File: src/rtl/nco_rt_pkg.sv
package nco_rt_pkg;
  localparam int FREQ_W      = 48;
  localparam int PHASE_W     = 18;
  localparam int SLICE_W     = 16;
  localparam int MASK_W      = 6;
  localparam int FREQ_SLICES = FREQ_W / SLICE_W;
  // mask bit positions for the offset and clear fields
  localparam int PH_LO_BIT   = FREQ_SLICES;
  localparam int PH_HI_BIT   = FREQ_SLICES + 1;
  localparam int RST_BIT     = FREQ_SLICES + 2;
  localparam int PH_HI_W     = PHASE_W - SLICE_W;

  typedef struct packed {
    logic stage;   // capture selected fields into staging
    logic commit;  // move staging into the running oscillator
  } ctrlStb_t;
endpackage

File: src/rtl/nco_rt_ctrl.sv
module nco_rt_ctrl
  import nco_rt_pkg::*;
#(
  parameter int COMMIT_LAT = 3
) (
  input  logic     clk,
  input  logic     rstN,
  input  logic     updReq,
  output logic     busy,
  output ctrlStb_t stb
);
  localparam int CNT_W = $clog2(COMMIT_LAT + 1);

  logic [CNT_W-1:0] cnt;
  logic             accept;

  assign accept = updReq && (cnt == '0);

  always_ff @(posedge clk) begin
    if (!rstN) begin
      cnt <= '0;
    end else if (accept) begin
      cnt <= CNT_W'(COMMIT_LAT);
    end else if (cnt != '0) begin
      cnt <= cnt - 1'b1;
    end
  end

  assign busy       = (cnt != '0);
  assign stb.stage  = accept;
  assign stb.commit = (cnt == CNT_W'(1));
endmodule

File: src/rtl/nco_rt_datapath.sv
module nco_rt_datapath
  import nco_rt_pkg::*;
(
  input  logic               clk,
  input  logic               rstN,
  input  ctrlStb_t           stb,
  input  logic               sampleEn,
  input  logic [FREQ_W-1:0]  freqIn,
  input  logic [PHASE_W-1:0] phaseIn,
  input  logic               phaseRstIn,
  input  logic [MASK_W-1:0]  fieldEn,
  output logic [PHASE_W-1:0] phaseOut,
  output logic               phaseValid
);
  logic [FREQ_W-1:0]  freqStage;
  logic [FREQ_W-1:0]  freqAct;
  logic [SLICE_W-1:0] offLoStage;
  logic [PH_HI_W-1:0] offHiStage;
  logic [PHASE_W-1:0] offAct;
  logic               rstPend;
  logic [FREQ_W-1:0]  acc;
  logic               validQ;

  // staging slices of the frequency word, one per mask bit
  for (genvar g = 0; g < FREQ_SLICES; g++) begin : g_freqSlice
    logic [SLICE_W-1:0] sliceQ;
    always_ff @(posedge clk) begin
      if (!rstN) begin
        sliceQ <= '0;
      end else if (stb.stage && fieldEn[g]) begin
        sliceQ <= freqIn[g*SLICE_W +: SLICE_W];
      end
    end
    assign freqStage[g*SLICE_W +: SLICE_W] = sliceQ;
  end

  always_ff @(posedge clk) begin
    if (!rstN) begin
      offLoStage <= '0;
      offHiStage <= '0;
      rstPend    <= 1'b0;
    end else if (stb.stage) begin
      if (fieldEn[PH_LO_BIT]) offLoStage <= phaseIn[SLICE_W-1:0];
      if (fieldEn[PH_HI_BIT]) offHiStage <= phaseIn[PHASE_W-1:SLICE_W];
      rstPend <= fieldEn[RST_BIT] & phaseRstIn;
    end else if (stb.commit) begin
      rstPend <= 1'b0;
    end
  end

  always_ff @(posedge clk) begin
    if (!rstN) begin
      freqAct <= '0;
      offAct  <= '0;
    end else if (stb.commit) begin
      freqAct <= freqStage;
      offAct  <= {offHiStage, offLoStage};
    end
  end

  always_ff @(posedge clk) begin
    if (!rstN) begin
      acc    <= '0;
      validQ <= 1'b0;
    end else begin
      validQ <= sampleEn;
      if (stb.commit && rstPend) begin
        acc <= '0;
      end else if (sampleEn) begin
        acc <= acc + freqAct;
      end
    end
  end

  assign phaseOut   = acc[FREQ_W-1 -: PHASE_W] + offAct;
  assign phaseValid = validQ;
endmodule

File: src/rtl/nco_rt_update.sv
module nco_rt_update
  import nco_rt_pkg::*;
#(
  parameter int COMMIT_LAT = 3
) (
  input  logic               clk,
  input  logic               rstN,
  input  logic               sampleEn,
  input  logic [FREQ_W-1:0]  freqIn,
  input  logic [PHASE_W-1:0] phaseIn,
  input  logic               phaseRstIn,
  input  logic [MASK_W-1:0]  fieldEn,
  input  logic               updReq,
  output logic               busy,
  output logic [PHASE_W-1:0] phaseOut,
  output logic               phaseValid
);
  ctrlStb_t ctrlStb;

  nco_rt_ctrl #(.COMMIT_LAT(COMMIT_LAT)) u_ctrl (
    .clk    (clk),
    .rstN   (rstN),
    .updReq (updReq),
    .busy   (busy),
    .stb    (ctrlStb)
  );

  nco_rt_datapath u_dp (
    .clk        (clk),
    .rstN       (rstN),
    .stb        (ctrlStb),
    .sampleEn   (sampleEn),
    .freqIn     (freqIn),
    .phaseIn    (phaseIn),
    .phaseRstIn (phaseRstIn),
    .fieldEn    (fieldEn),
    .phaseOut   (phaseOut),
    .phaseValid (phaseValid)
  );
endmodule

File: config.mk
export PLATFORM = sky130hd
export DESIGN_NAME = nco_rt_update
export DESIGN_NICKNAME = d
export VERILOG_FILES = /design/src/rtl/nco_rt_pkg.sv /design/src/rtl/nco_rt_ctrl.sv /design/src/rtl/nco_rt_datapath.sv /design/src/rtl/nco_rt_update.sv
export SDC_FILE = /design/constraint.sdc
export NUM_CORES = 1
export LEC_CHECK = 0
export ABC_AREA = 1
export BUFFER_PORTS_ARGS = -buffer_cell sky130_fd_sc_hd__buf_2
export CORE_MARGIN = 2
export CORE_UTILIZATION = 45
export DETAILED_ROUTE_END_ITERATION = 10
export PLACE_DENSITY_LB_ADDON = 0.15
export SETUP_SLACK_MARGIN = 0.3
export SLEW_MARGIN = 0
export SYNTH_ARGS = -nofsm -noshare
export SYNTH_HDL_FRONTEND = slang
export SYNTH_SLANG_ARGS = --single-unit
File: constraint.sdc
create_clock -name clk -period 2.47 [get_ports clk]
set_input_delay 0.6175 -clock clk [delete_from_list [all_inputs] [get_ports clk]]
set_output_delay 0.6175 -clock clk [all_outputs]
set_load 0.02 [all_outputs]
After elaboration in Yosys (flattened, before gate mapping)
Index checks and enable logic that the tools add are counted.
- add/subtract/negate cells: 3
- equality and inequality tests: 1
- mux-type cells: 4
- bitwise gates (word level): 2
- reductions and logical operators: 12
- operator list (kind ; count):
    adder 48 bit ; 1
    adder 18 bit ; 1
    nonzero test 2 bit ; 3
    logical AND 1 bit ; 5
    two-way mux 2 bit ; 2
    AND reduction 2 bit ; 2
    == test 2 x 1 -> 1 bit, second input constant ; 1
    zero test 2 bit ; 1
    two-way mux 1 bit ; 2
    OR reduction 2 bit ; 1
    subtractor 2 x 1 -> 2 bit, second input constant ; 1
    AND 1 bit ; 1
    NOT 1 bit ; 1
- register bits after elaboration: 184
- logic and storage cells: 33

Depth between registers and ports, before layout
- depth after elaboration: 3
- gate-level depth with buffers: 15

By module
Synthesis repeated with hierarchy kept, for this count alone.
- cell total of the unflattened synthesis: 1873
- area total of the unflattened synthesis: 11484.8 sq um
- by module, submodules not included (module ; times used ; cells each ; area each (sq um) ; sequential area each (sq um)):
    nco_rt_datapath ; 1 ; 1855 ; 11350.9 ; 3643.5
    nco_rt_ctrl ; 1 ; 18 ; 133.9 ; 40.0

Worst setup path after synthesis
OpenSTA, ideal clock, no wires.
- path type: register -> output
- start: register u_dp.acc[30]
- end: output port phaseOut[10]
- arrival time: 1908 ps
- data required time: 1852 ps
- setup slack: -56 ps
- stages on the path, launching flop included: 9
- cell sequence: dfxtp_1 -> ha_1 -> fa_1 -> nand3_1 -> nand2_1 -> a21boi_0 -> o21ai_0 -> a21oi_1 -> xnor2_1
- longest elaborated chain between the ends: 1
- ends and longest elaborated chain (what ; line ; RTL):
    from (decl) ; nco_rt_datapath.sv:21 ; logic [FREQ_W-1:0] acc;
    from (signal assigned) ; nco_rt_datapath.sv:70 ; acc <= acc + freqAct;
    adder 18 bit ; nco_rt_datapath.sv:75 ; assign phaseOut = acc[FREQ_W-1 -: PHASE_W] + offAct;
    to (decl) ; nco_rt_update.sv:15 ; output logic [PHASE_W-1:0] phaseOut,
No other way between the ends.

Worst setup path after layout
- start: register u_dp.acc[30]
- end: output port phaseOut[16]
The elaborated chain is that of the path after synthesis.

==> metrics.txt <==
status complete, but fails checks; failing checks setup timing; final WL 33.5 mm; met1 usage 40.5%; Initial Util around 46%; fin area approximately 14000 um^2; DP Area between 10000 and 15000 um^2; Fmax achieved approximately 350 MHz; initial antenna violation count 0; final period utilization 115%; CP Launch Type flop; sum of negative setup slack -2.91 ns; Routed WL per cell approximately 15 um; area delta synth->final 21.0%; Final setup viols 15; Vias ~11k; sequential-to-total area share from yosys stat 32.3%; Synth Area in Simple Gates a little over a quarter; Hold Vio Cnt, Final 0; Layout Nets between 2k and 2.5k; GRT met2 Usage between 30% and 40%; clk_skew 0.0157 ns; busiest layer in global routing met1; chip width between 150 and 200 um; CP endpoint kind primary output; Slew @ Worst Pin 0.680 ns; Mapped Avg Cell Area about 6.4 um^2; Max VDD drop ~0.00039 V; Final HPWL DP between 20 and 30 mm; overflow left after global routing 0; most frequent cells in the layout nand2_1 (398), inv_1 (326), a21oi_1 (168); post-synth cell types 34; core area between 20000 and 30000 um^2; Mapped Cells 1787; grt met3 use approximately 2.8%; clock latency on the worst-skew pair 0.43 ns; Final ANT Viol Nets 0; Worst Hold Class input port to flop; H-tree Lvls 4; ANT cells 0; Clock Sinks between 150 and 200; first-pass GRT wire length ~52 mm; commonest non-fill, non-tap cell in the layout nand2_1; port bufs between 90 and 100; Initial DRC Count 702; CTS clock-pin slew for the worst setup and hold paths 0.09 ns; CTS buffer count 17; FF+latch count, synth ~180; mux cell area share after synthesis 0%; largest net degree at the start of global routing 121; Die Ht 163 um; pwr dens between 700 and 800 nW/um^2; leak pwr 6.84 nW; Synthesis Warnings 0; DRC viols 0; Synth Area in Compound Gates between 10% and 20%; fill count between 2k and 3k; worst setup path class flop to primary output; Crit path arrival time about 2.2 ns; WP data required around 1.9 ns; RSZ-0062 raised after global routing true; max-cap viol count 0; Cell Rows between 50 and 60; Die ar. between 20000 and 30000 um^2; share of layout cells above drive strength 1 just under 20%; XOR/XNOR Fraction of Synth Area just over 3%; total power roughly 9.8 mW; synthesized area ~11000 um^2; CP max FO 3; largest family of logic cells by synthesized area simple AND/OR/NAND/NOR gates; Pins Over Slew Limit 0; hold_buf cts 0; num ports 97; Via density ~5.0; post-route setup slack -0.378 ns; clock tree from TritonCTS built; Bufs on Longest Clock Path 2; Slew HR a little over half; Post-Synth Adder-Cell Area under 10%; Root Buffer clkbuf_16; minimum clock period between 2 and 3 ns; routability cong. between 0.9 and 1; vias in the first global route 9863; detailed-router iteration count before antenna repair 5; syn_nets 1932; overall routing resource usage ~25%
-- per-layer routing --
layer | vias to the layer above | wire length (um)
met2 | 249 | 13600
li1 | 5771 | -
met1 | 5046 | 17800
met5 | - | 0
met3 | 24 | 1800
met4 | 0 | 362
-- report_power, final --
group	total, mW	switching [mW]	internal (mW)
Combinational	3.29	2.00	1.29
Clock	2.78	1.40	1.38
Sequential	3.77	0.365	3.40
-- flip-flops by register name, indices dropped and copies added, names as in the netlist --
| signal | cells |
|---|---|
| u_dp.acc | 48 |
| u_dp.offAct | 18 |
| u_dp.freqAct | 48 |
| u_dp.rstPend | 1 |
| u_dp.offLoStage | 16 |
| u_dp.offHiStage | 2 |
| u_ctrl.cnt | 2 |
| u_dp.phaseValid | 1 |
| u_dp.g_freqSlice.sliceQ | 48 |
-- cell families (layout without fill, tap and decap cells) --
logic type | after synthesis | after routing
buffers and inverters | 394 | 500
adder cells (fa/ha/maj) | 68 | 68
XOR/XNOR | 40 | 40
flip-flops | 184 | 184
AND/OR/NAND/NOR | 731 | 731
AO/OA/AOI/OAI | 370 | 370
-- repair_timing --
item,in CTS,in global routing
pin swaps,21,13
endpoints found under the setup margin,27,60
buffers inserted,9,3
gates resized for setup,83,85
-- path summary, 6_finish.rpt --
kind | endpoint | cells after the start | slack, ns | start
setup reg to reg | u_dp.acc[34] | 12 | 0.39 | u_dp.freqAct[9]
hold reg to reg | u_dp.freqAct[1] | 2 | 0.45 | u_dp.g_freqSlice[0].sliceQ[1]
hold / removal | u_dp.offLoStage[14] | 3 | 0.45 | phaseIn[14]
setup / recovery | phaseOut[16] | 9 | -0.38 | u_dp.acc[30]
-- worst max-delay path, stage by stage, from the launching register on --
cell     delay (ns)
dfxtp_4        0.36
ha_4           0.16
fa_2           0.35
nand3_2        0.09
nand2_4        0.06
nand3_2        0.06
nand4_1        0.19
a21oi_2        0.23
xor2_2         0.17
buf_6          0.13
-- layout make-up --
class	instances	area [um^2]	share of cell area, %
multi-input combinational	1209	6940	50.3
tap	330	413	3.00
sequential	184	3730	27.1
timing repair buffer	130	831	6.03
clock inverter	14	175	1.27
clock buffer	18	429	3.11
inverter	338	1270	9.20
-- synthesized netlist by cell type (all sizes together) --
| library cell | number | area [um^2] |
|---|---|---|
| nand2 | 437 | 1690 |
| inv | 337 | 1260 |
| nor2 | 188 | 818 |
| a21oi | 185 | 937 |
| dfxtp | 184 | 3680 |
| o21ai | 171 | 856 |
| nand3 | 80 | 440 |
| ha | 66 | 826 |
| clkbuf | 51 | 191 |
| xor2 | 34 | 298 |
| nand4 | 17 | 106 |
| nor3 | 7 | 45.0 |
| xnor2 | 6 | 52.6 |
| buf | 5 | 22.5 |
| a21o | 4 | 30.0 |
| o21bai | 4 | 30.0 |
| a31oi | 2 | 12.5 |
| fa | 2 | 40.0 |
| a21boi | 1 | 7.51 |
| a221oi | 1 | 8.76 |
| and2 | 1 | 6.26 |
| clkinv | 1 | 3.75 |
| nor4 | 1 | 6.26 |
| o2111ai | 1 | 8.76 |
| o211ai | 1 | 7.51 |
-- per-stage QoR --
stage	worst slack (ns)	cells	hold WS, ns	utilization [%]
2_1_floorplan	0.183	1787	0.426	-
3_3_place_gp	0.0252	2179	0.443	49.6
3_5_place_dp	0.00104	2179	0.445	49.6
4_1_cts	-0.404	2220	0.437	53.7
5_1_grt	-0.481	2223	0.454	55.1
6_report	-0.378	2223	0.447	55.1
Power figures use the tool's default switching activity.
